## config.mk

```make
export PLATFORM = sky130hd
export DESIGN_NAME = e3_tx_slave_framer
export DESIGN_NICKNAME = d
export VERILOG_FILES = /design/src/rtl/e3tx_pkg.sv /design/src/rtl/e3tx_start_detect.sv /design/src/rtl/e3tx_bit_select.sv /design/src/rtl/e3_tx_slave_framer.sv
export SDC_FILE = /design/constraint.sdc
export NUM_CORES = 1
export LEC_CHECK = 0
export BUFFER_PORTS_ARGS = -buffer_cell sky130_fd_sc_hd__buf_4
export CAP_MARGIN = 20
export CORE_ASPECT_RATIO = 2
export CORE_MARGIN = 2
export CORE_UTILIZATION = 42
export DETAILED_ROUTE_END_ITERATION = 8
export PLACE_DENSITY = 0.68
export SLEW_MARGIN = 5
export SYNTH_ARGS = -nofsm -noshare
export SYNTH_HDL_FRONTEND = slang
export SYNTH_SLANG_ARGS = --single-unit
```

## constraint.sdc

```tcl
create_clock -name clk -period 6 [get_ports clk]
set_input_delay 0.3 -clock clk [delete_from_list [all_inputs] [get_ports clk]]
set_output_delay 0.3 -clock clk [all_outputs]
set_load 0.02 [all_outputs]
```

## src/rtl/e3tx_pkg.sv

```systemverilog
package e3tx_pkg;
    parameter int unsigned E3_FRAME_BITS = 1536;
    parameter int unsigned E3_FAS_BITS   = 10;
    parameter logic [9:0]  E3_FAS_WORD   = 10'b1111010000;

    typedef enum logic [1:0] {
        TREF_LOCAL = 2'b00,
        TREF_SLAVE = 2'b01,
        TREF_RSV2  = 2'b10,
        TREF_RSV3  = 2'b11
    } tref_mode_e;
endpackage

```

## src/rtl/e3tx_start_detect.sv

```systemverilog
module e3tx_start_detect #(
    parameter int unsigned FRAME_BITS = 1536,
    parameter int unsigned POS_W      = 11
) (
    input  logic             ref_in,
    input  logic             ref_prev,
    input  logic [1:0]       timing_sel,
    input  logic [POS_W-1:0] pos_q,
    input  logic             locked_q,
    output logic             start_hit,
    output logic [POS_W-1:0] cur_pos,
    output logic [POS_W-1:0] next_pos,
    output logic             live
);
    import e3tx_pkg::*;

    localparam logic [POS_W-1:0] LAST_POS = POS_W'(FRAME_BITS - 1);

    always_comb begin
        start_hit = ref_in && !ref_prev && (timing_sel == TREF_SLAVE);
        cur_pos   = start_hit ? '0 : pos_q;
        live      = locked_q || start_hit;
        next_pos  = (cur_pos == LAST_POS) ? '0 : cur_pos + POS_W'(1);
    end
endmodule

```

## src/rtl/e3tx_bit_select.sv

```systemverilog
module e3tx_bit_select #(
    parameter int unsigned FRAME_BITS = 1536,
    parameter int unsigned FAS_BITS   = 10,
    parameter logic [FAS_BITS-1:0] FAS_WORD = 10'b1111010000,
    parameter int unsigned POS_W      = 11
) (
    input  logic             live,
    input  logic [POS_W-1:0] cur_pos,
    input  logic [POS_W-1:0] next_pos,
    input  logic             pay_in,
    input  logic             alarm_q,
    input  logic             nat_q,
    output logic             line_bit,
    output logic             oh_next
);
    localparam int unsigned OH_BITS = FAS_BITS + 2;
    localparam logic [POS_W-1:0] LAST_POS  = POS_W'(FRAME_BITS - 1);
    localparam logic [POS_W-1:0] ALARM_POS = POS_W'(FAS_BITS);
    localparam logic [POS_W-1:0] NAT_POS   = POS_W'(FAS_BITS + 1);
    localparam logic [POS_W-1:0] OH_EDGE   = POS_W'(OH_BITS - 1);

    logic fas_bit;

    always_comb begin
        fas_bit = 1'b1;
        for (int k = 0; k < FAS_BITS; k++) begin
            if (cur_pos == POS_W'(k)) fas_bit = FAS_WORD[FAS_BITS-1-k];
        end
    end

    always_comb begin
        if (!live)                         line_bit = 1'b1;
        else if (cur_pos < ALARM_POS)      line_bit = fas_bit;
        else if (cur_pos == ALARM_POS)     line_bit = alarm_q;
        else if (cur_pos == NAT_POS)       line_bit = nat_q;
        else                               line_bit = pay_in;
        oh_next = live && ((next_pos == LAST_POS) || (next_pos < OH_EDGE));
    end
endmodule

```

## src/rtl/e3_tx_slave_framer.sv

```systemverilog
module e3_tx_slave_framer #(
    parameter int unsigned FRAME_BITS = e3tx_pkg::E3_FRAME_BITS,
    parameter int unsigned FAS_BITS   = e3tx_pkg::E3_FAS_BITS,
    parameter logic [FAS_BITS-1:0] FAS_WORD = e3tx_pkg::E3_FAS_WORD
) (
    input  logic       clk,
    input  logic       rst_n,
    input  logic [1:0] timing_sel,
    input  logic       ref_in,
    input  logic       pay_in,
    input  logic       alarm_bit,
    input  logic       nat_bit,
    output logic       ser_out,
    output logic       oh_ind
);
    localparam int unsigned POS_W   = $clog2(FRAME_BITS);
    localparam int unsigned OH_BITS = FAS_BITS + 2;

    typedef struct packed {
        logic [POS_W-1:0] pos;
        logic             ref_prev;
        logic             locked;
        logic             alarm;
        logic             nat;
        logic             ser;
        logic             oh;
    } fr_state_t;

    fr_state_t st_d, st_q;

    logic             start_hit;
    logic             live;
    logic [POS_W-1:0] cur_pos;
    logic [POS_W-1:0] next_pos;
    logic             line_bit;
    logic             oh_next;

    logic [POS_W-1:0] pos_q;
    logic             locked_q;
    logic             alarm_q;

    assign pos_q    = st_q.pos;
    assign locked_q = st_q.locked;
    assign alarm_q  = st_q.alarm;

    e3tx_start_detect #(
        .FRAME_BITS (FRAME_BITS),
        .POS_W      (POS_W)
    ) u_start (
        .ref_in     (ref_in),
        .ref_prev   (st_q.ref_prev),
        .timing_sel (timing_sel),
        .pos_q      (st_q.pos),
        .locked_q   (st_q.locked),
        .start_hit  (start_hit),
        .cur_pos    (cur_pos),
        .next_pos   (next_pos),
        .live       (live)
    );

    e3tx_bit_select #(
        .FRAME_BITS (FRAME_BITS),
        .FAS_BITS   (FAS_BITS),
        .FAS_WORD   (FAS_WORD),
        .POS_W      (POS_W)
    ) u_bits (
        .live       (live),
        .cur_pos    (cur_pos),
        .next_pos   (next_pos),
        .pay_in     (pay_in),
        .alarm_q    (st_q.alarm),
        .nat_q      (st_q.nat),
        .line_bit   (line_bit),
        .oh_next    (oh_next)
    );

    always_comb begin
        st_d          = st_q;
        st_d.ref_prev = ref_in;
        st_d.pos      = next_pos;
        st_d.locked   = live;
        if (cur_pos == '0) begin
            st_d.alarm = alarm_bit;
            st_d.nat   = nat_bit;
        end
        st_d.ser = line_bit;
        st_d.oh  = oh_next;
    end

    always_ff @(posedge clk or negedge rst_n) begin
        if (!rst_n) begin
            st_q.pos      <= '0;
            st_q.ref_prev <= 1'b0;
            st_q.locked   <= 1'b0;
            st_q.alarm    <= 1'b0;
            st_q.nat      <= 1'b0;
            st_q.ser      <= 1'b1;
            st_q.oh       <= 1'b0;
        end else begin
            st_q <= st_d;
        end
    end

    assign ser_out = st_q.ser;
    assign oh_ind  = st_q.oh;

    logic unused_oh_bits;
    assign unused_oh_bits = (OH_BITS == 0);
endmodule

```

Word level (Yosys, flattened, before mapping):

Cells that the tools add are included.

* word-level logic and storage cells: 40
* register bits after elaboration: 17
* input port bits: 8
* output and inout port bits: 2

* magnitude comparators: 2
* reductions and logical operators: 7
* multiplexer cells: 12
* eq/ne operators: 11
* add/sub/neg operators: 1

Operator list (number)
* $eq A11 B3 Y1 const B: 4
* $eq A11 B4 Y1 const B: 4
* $eq A11 B11 Y1 const B: 2
* $lt A11 B4 Y1 const B: 2
* $mux W11: 2
* $add A11 B1 Y11 const B: 1
* $logic_not A11 Y1: 1
* $mux W1: 10
* $logic_and A1 B1 Y1: 3
* $eq A2 B1 Y1 const B: 1
* $logic_or A1 B1 Y1: 2
* $logic_not A1 Y1: 1

Logic depth before layout (Yosys ltp):

* depth after elaboration: 13
* mapped depth: 10
* depth with buffers taken out: 9

By module:

Synthesis repeated with hierarchy kept, for this count alone.

* cell total of the unflattened synthesis: 100
* area total of the unflattened synthesis: 973.4 µm²

Modules (own cells, without submodules)
* e3_tx_slave_framer: sequential area each 426.7 µm², instances 1, area an instance 471.7 µm², cells an instance 23
* e3tx_start_detect: sequential area each 0.0 µm², instances 1, area an instance 352.8 µm², cells an instance 55
* e3tx_bit_select: sequential area each 0.0 µm², instances 1, area an instance 148.9 µm², cells an instance 22

Worst setup path after synthesis:

No wires, ideal clock.

* path kind: reg-to-reg
* start: reg, netlist name st_q[5]
* end: reg st_q, in the netlist oh_ind
* setup time: 0.122 ns
* arrival: 2.128 ns
* buffers on the path: 1
* path slack: 3.751 ns
* stages on the path, launching flop included: 10
* period minus slack after synthesis: 2.249 ns
* required time: 5.878 ns
* path through: dfrtp_1 nand4bb_1 and2_1 ha_1 clkbuf_1 nand2b_1 o211ai_1 o21ai_0 a31o_2 a32o_1

* word-level cells in the longest chain between the ends: 9
* elaborated cells between the ends (all ways): 12
* classes of those cells: add/sub (1); order compare (1); eq/ne (2); mux (2); reduce/logical (6)

RTL lines
* $logic_not A1 Y1 (*): line e3tx_start_detect.sv:20 `start_hit = ref_in && !ref_prev && (timing_sel == TREF_SLAVE);`
* $logic_and A1 B1 Y1 (*) (2 in a row): line e3tx_start_detect.sv:20
* $mux W11: line e3tx_start_detect.sv:21 `cur_pos = start_hit ? '0 : pos_q;`
* $add A11 B1 Y11 / $eq A11 B11 Y1 (equally long branches): line e3tx_start_detect.sv:23 `next_pos = (cur_pos == LAST_POS) ? '0 : cur_pos + POS_W'(1);`
* $mux W11: line e3tx_start_detect.sv:23
* $lt A11 B4 Y1 / $eq A11 B11 Y1 (equally long branches): line e3tx_bit_select.sv:37 `oh_next = live && ((next_pos == LAST_POS) || (next_pos < OH_EDGE));`
* $logic_or A1 B1 Y1: line e3tx_bit_select.sv:37
* $logic_and A1 B1 Y1 (*): line e3tx_bit_select.sv:37
* named net oh_next: line e3_tx_slave_framer.sv:36 `logic oh_next;`
* to (signal assigned): line e3_tx_slave_framer.sv:100 `st_q <= st_d;`
* to (decl): line e3_tx_slave_framer.sv:29 `fr_state_t st_d, st_q;`

Mark *: on every way through the listed nets, which the timed path passes. The rest lies on a longest branch.
A chain may end at the register's enable or synchronous reset.

Final worst setup path:

* start: reg, netlist name st_q[5]
* end: reg st_q, in the netlist oh_ind

* word-level cells in the longest chain between the ends: 9
* elaborated cells between the ends (all ways): 12
* classes of those cells: add/sub (1); order compare (1); eq/ne (2); mux (2); reduce/logical (6)

RTL lines (line)
* $logic_not A1 Y1 (*): e3tx_start_detect.sv:20
* $logic_and A1 B1 Y1 (*) (2 in a row): e3tx_start_detect.sv:20
* $mux W11: e3tx_start_detect.sv:21
* $add A11 B1 Y11 / $eq A11 B11 Y1 (equally long branches): e3tx_start_detect.sv:23
* $mux W11: e3tx_start_detect.sv:23
* $lt A11 B4 Y1 / $eq A11 B11 Y1 (equally long branches): e3tx_bit_select.sv:37
* $logic_or A1 B1 Y1: e3tx_bit_select.sv:37
* $logic_and A1 B1 Y1 (*): e3tx_bit_select.sv:37
* named net oh_next: e3_tx_slave_framer.sv:36

Marked as above.

==> metrics.cfg <==
[timing]
fmax_mhz=400
hold_viol=0
drv_slew=0
worst_pin_slew_ns=0.441
finClkSkew_ns=0.00384
relSlewSlack=0.706
fin_hold_ws_ns=0.169
period_share=0.417
period_needed_ns=2.50
setup_violations=0
timing.setup.tns_ns=0
rsz0062_at_grt=false

[setup_path]
timing.rr.end=oh_ind
r2r_slack_ns=3.50
worstPathRequired_ns=6.14
endpoint_kind=flip-flop
critPathMaxFanout=10
crit_type=flip-flop to flip-flop
r2r-start=st_q[5]
reg2reg_depth=8
cp_data_arrival_time_ns=2.65
start_kind=flip-flop

[flow_run]
max-cap-violations=0

[power]
netSwitchingFraction=0.413
p_sw_mw=0.210
p_total_mw=0.510
internal-power_mw=0.299
p_per_area_nw_per_um2=402
pwr-share-seq=0.407
vdd_drop_max_mv=0.214
p_comb_frac=0.424
p_clk_frac=0.169
p_leak_nw=0.573

[logic_synthesis]
synthCells=131
ys_warn_count=0
yosys-top-cells-area=dfrtp_1, nor2_1, ha_1, xor2_1, buf_6
synth-seq-area-share=0.360
ys_ff_latch=17
syn_area_um2=1180
synth_top_area_frac=0.338
synthFlopType=dfrtp_1
synth-edff-count=0
yosysUniqueCellTypes=42
synthArstFlopShare=1.00
yosysTopAreaCell=dfrtp_1
syn_avg_cell_area_um2=9.04
synthesis.nets=144

[clock_tree]
root_buffer=clkbuf_8
cts_setup_buffers=0
hold_buffers=1
clock_path_buffers=2
cts_made_buffers=3
clk_latency_ns=0.25
htree_levels=1
cts.sink_count=17
clk_pin_slew_ns=0.07
cts_resized=0
cts_tree=built

[routing]
wl_met3_um=83
avgViaCountPerCell=6.27
drtIter0Drc=55
drc_errors=0
wl_per_cell_um=16.8
dr_total_vias=1028
first_pass_iters=5
ant_nets=0
wl_met1_mm=1.02
top_layer_used=met4
totalWireLength_mm=2.76
wl_met2_mm=1.54

[global_routing]
grtUsageTotal=0.179
overflow=0
grt_max_degree=18
antenna_found_initial=0
grt_pass1_vias=1013
grt_pass1_wl_mm=4.55

[die]
die_w_um=41.6
die-area_um2=3290
rows=27
num_io_pins=10
coreArea_um2=2700
die_h_um=79.1
start_util=0.438

[min_path]
hp-start=ref_in
hp-class=primary input to flip-flop
min_to=st_q[5]
whs_path_depth=1

[layout]
nNetsFinal=149
utilization=0.469
antenna_cells=0
drive_above_1_share=0.141
syn2layout_area_growth_pct=6.97
final_cells=164

[place]
portBuffers=9
gp_congestion=0.965
hpwl_mm=2.09
dp.cells=159

[run_status]
status=completed

## power groups by stage
stage	sequential, mW	clock [mW]	combinational [mW]
after floorplan	0.177	0	0.199
after global placement	0.206	0	0.208
after detailed placement	0.207	0	0.212
after CTS	0.205	0.0881	0.214
after global routing	0.212	0.0923	0.237
final	0.207	0.0860	0.216
## metal layers
layer  vias up  global-route usage
li1        479                   -
met1       496               0.172
met2        40               0.348
met3        13              0.0159
met4         0               0.110
met5         -                   0
## registers in the layout, summed over array words and instances (netlist names)
register and count:
alarm_q 1, pos_q 11, ser_out 1, locked_q 1, st_q 2, oh_ind 1
## per-stage QoR
step	cell area, um2	setup WS [ns]
6_report	1270	3.50
3_3_place_gp	1210	3.52
5_1_grt	1270	3.37
3_5_place_dp	1210	3.49
2_1_floorplan	1180	3.75
4_1_cts	1270	3.53
## cells in the final DEF (no fill, tap or decap), drive strengths merged, types with 2 or more instances in the layout
| master | instances |
|---|---|
| nor2 | 17 |
| dfrtp | 16 |
| nand2 | 10 |
| buf | 9 |
| nand3 | 8 |
| xor2 | 7 |
| o21ai | 6 |
| inv | 5 |
| ha | 5 |
| a21oi | 4 |
| clkbuf | 4 |
| and4 | 3 |
| and3 | 3 |
| o211ai | 3 |
| nor3 | 3 |
| a31oi | 2 |
| xnor2 | 2 |
| nand4 | 2 |
| nand2b | 2 |
| a21o | 2 |
| mux2 | 2 |
| and4bb | 2 |
| nor4 | 2 |
## critical path, stage by stage (launching register included)
cell and delay, ns:
dfrtp_1 0.37, nand4bb_1 0.34, and2_1 0.31, ha_1 0.35, nand2b_1 0.26, o21bai_1 0.17
o21ai_0 0.11, a31o_2 0.24, a32o_1 0.24
## how the worst max path moves through the flow
stage	startpoint	slack [ns]	to
4_1_cts	st_q[5]	3.53	oh_ind
2_1_floorplan	st_q[5]	3.75	oh_ind
3_5_place_dp	timing_sel[1]	3.49	oh_ind
5_1_grt	st_q[5]	3.37	oh_ind
6_report	st_q[5]	3.50	oh_ind
3_3_place_gp	timing_sel[1]	3.52	oh_ind
## final cells by class
cell class,count,area [um2]
fill,282,1440
multi-input combinational,99,663
sequential,17,427
timing repair buffer,10,77.6
clock buffer,4,45.0
tap,29,36.3
inverter,5,18.8
## cell usage after synthesis (all sizes together) (2+ instances only)
cell,instances
nor2,17
nand4,2
o211ai,3
mux2,2
xnor2,2
buf,9
ha,5
a31oi,2
and3,3
nor4,2
nor3,3
nand2b,2
nand2,10
inv,5
o21ai,6
and4,3
xor2,7
a21oi,4
dfrtp,16
a21o,2
and4bb,2
nand3,8
## cell families after synthesis
| group | after synthesis | synth area share |
|---|---|---|
| simple gates | 57 | 0.266 |
| compound gates | 26 | 0.155 |
| flops | 17 | 0.360 |
| buf+inv | 15 | 0.0803 |
| xor+xnor | 9 | 0.0665 |
| fa+ha+maj | 5 | 0.0528 |
| mux | 2 | 0.0190 |
Note: power is estimated with default switching activity, not from simulation.
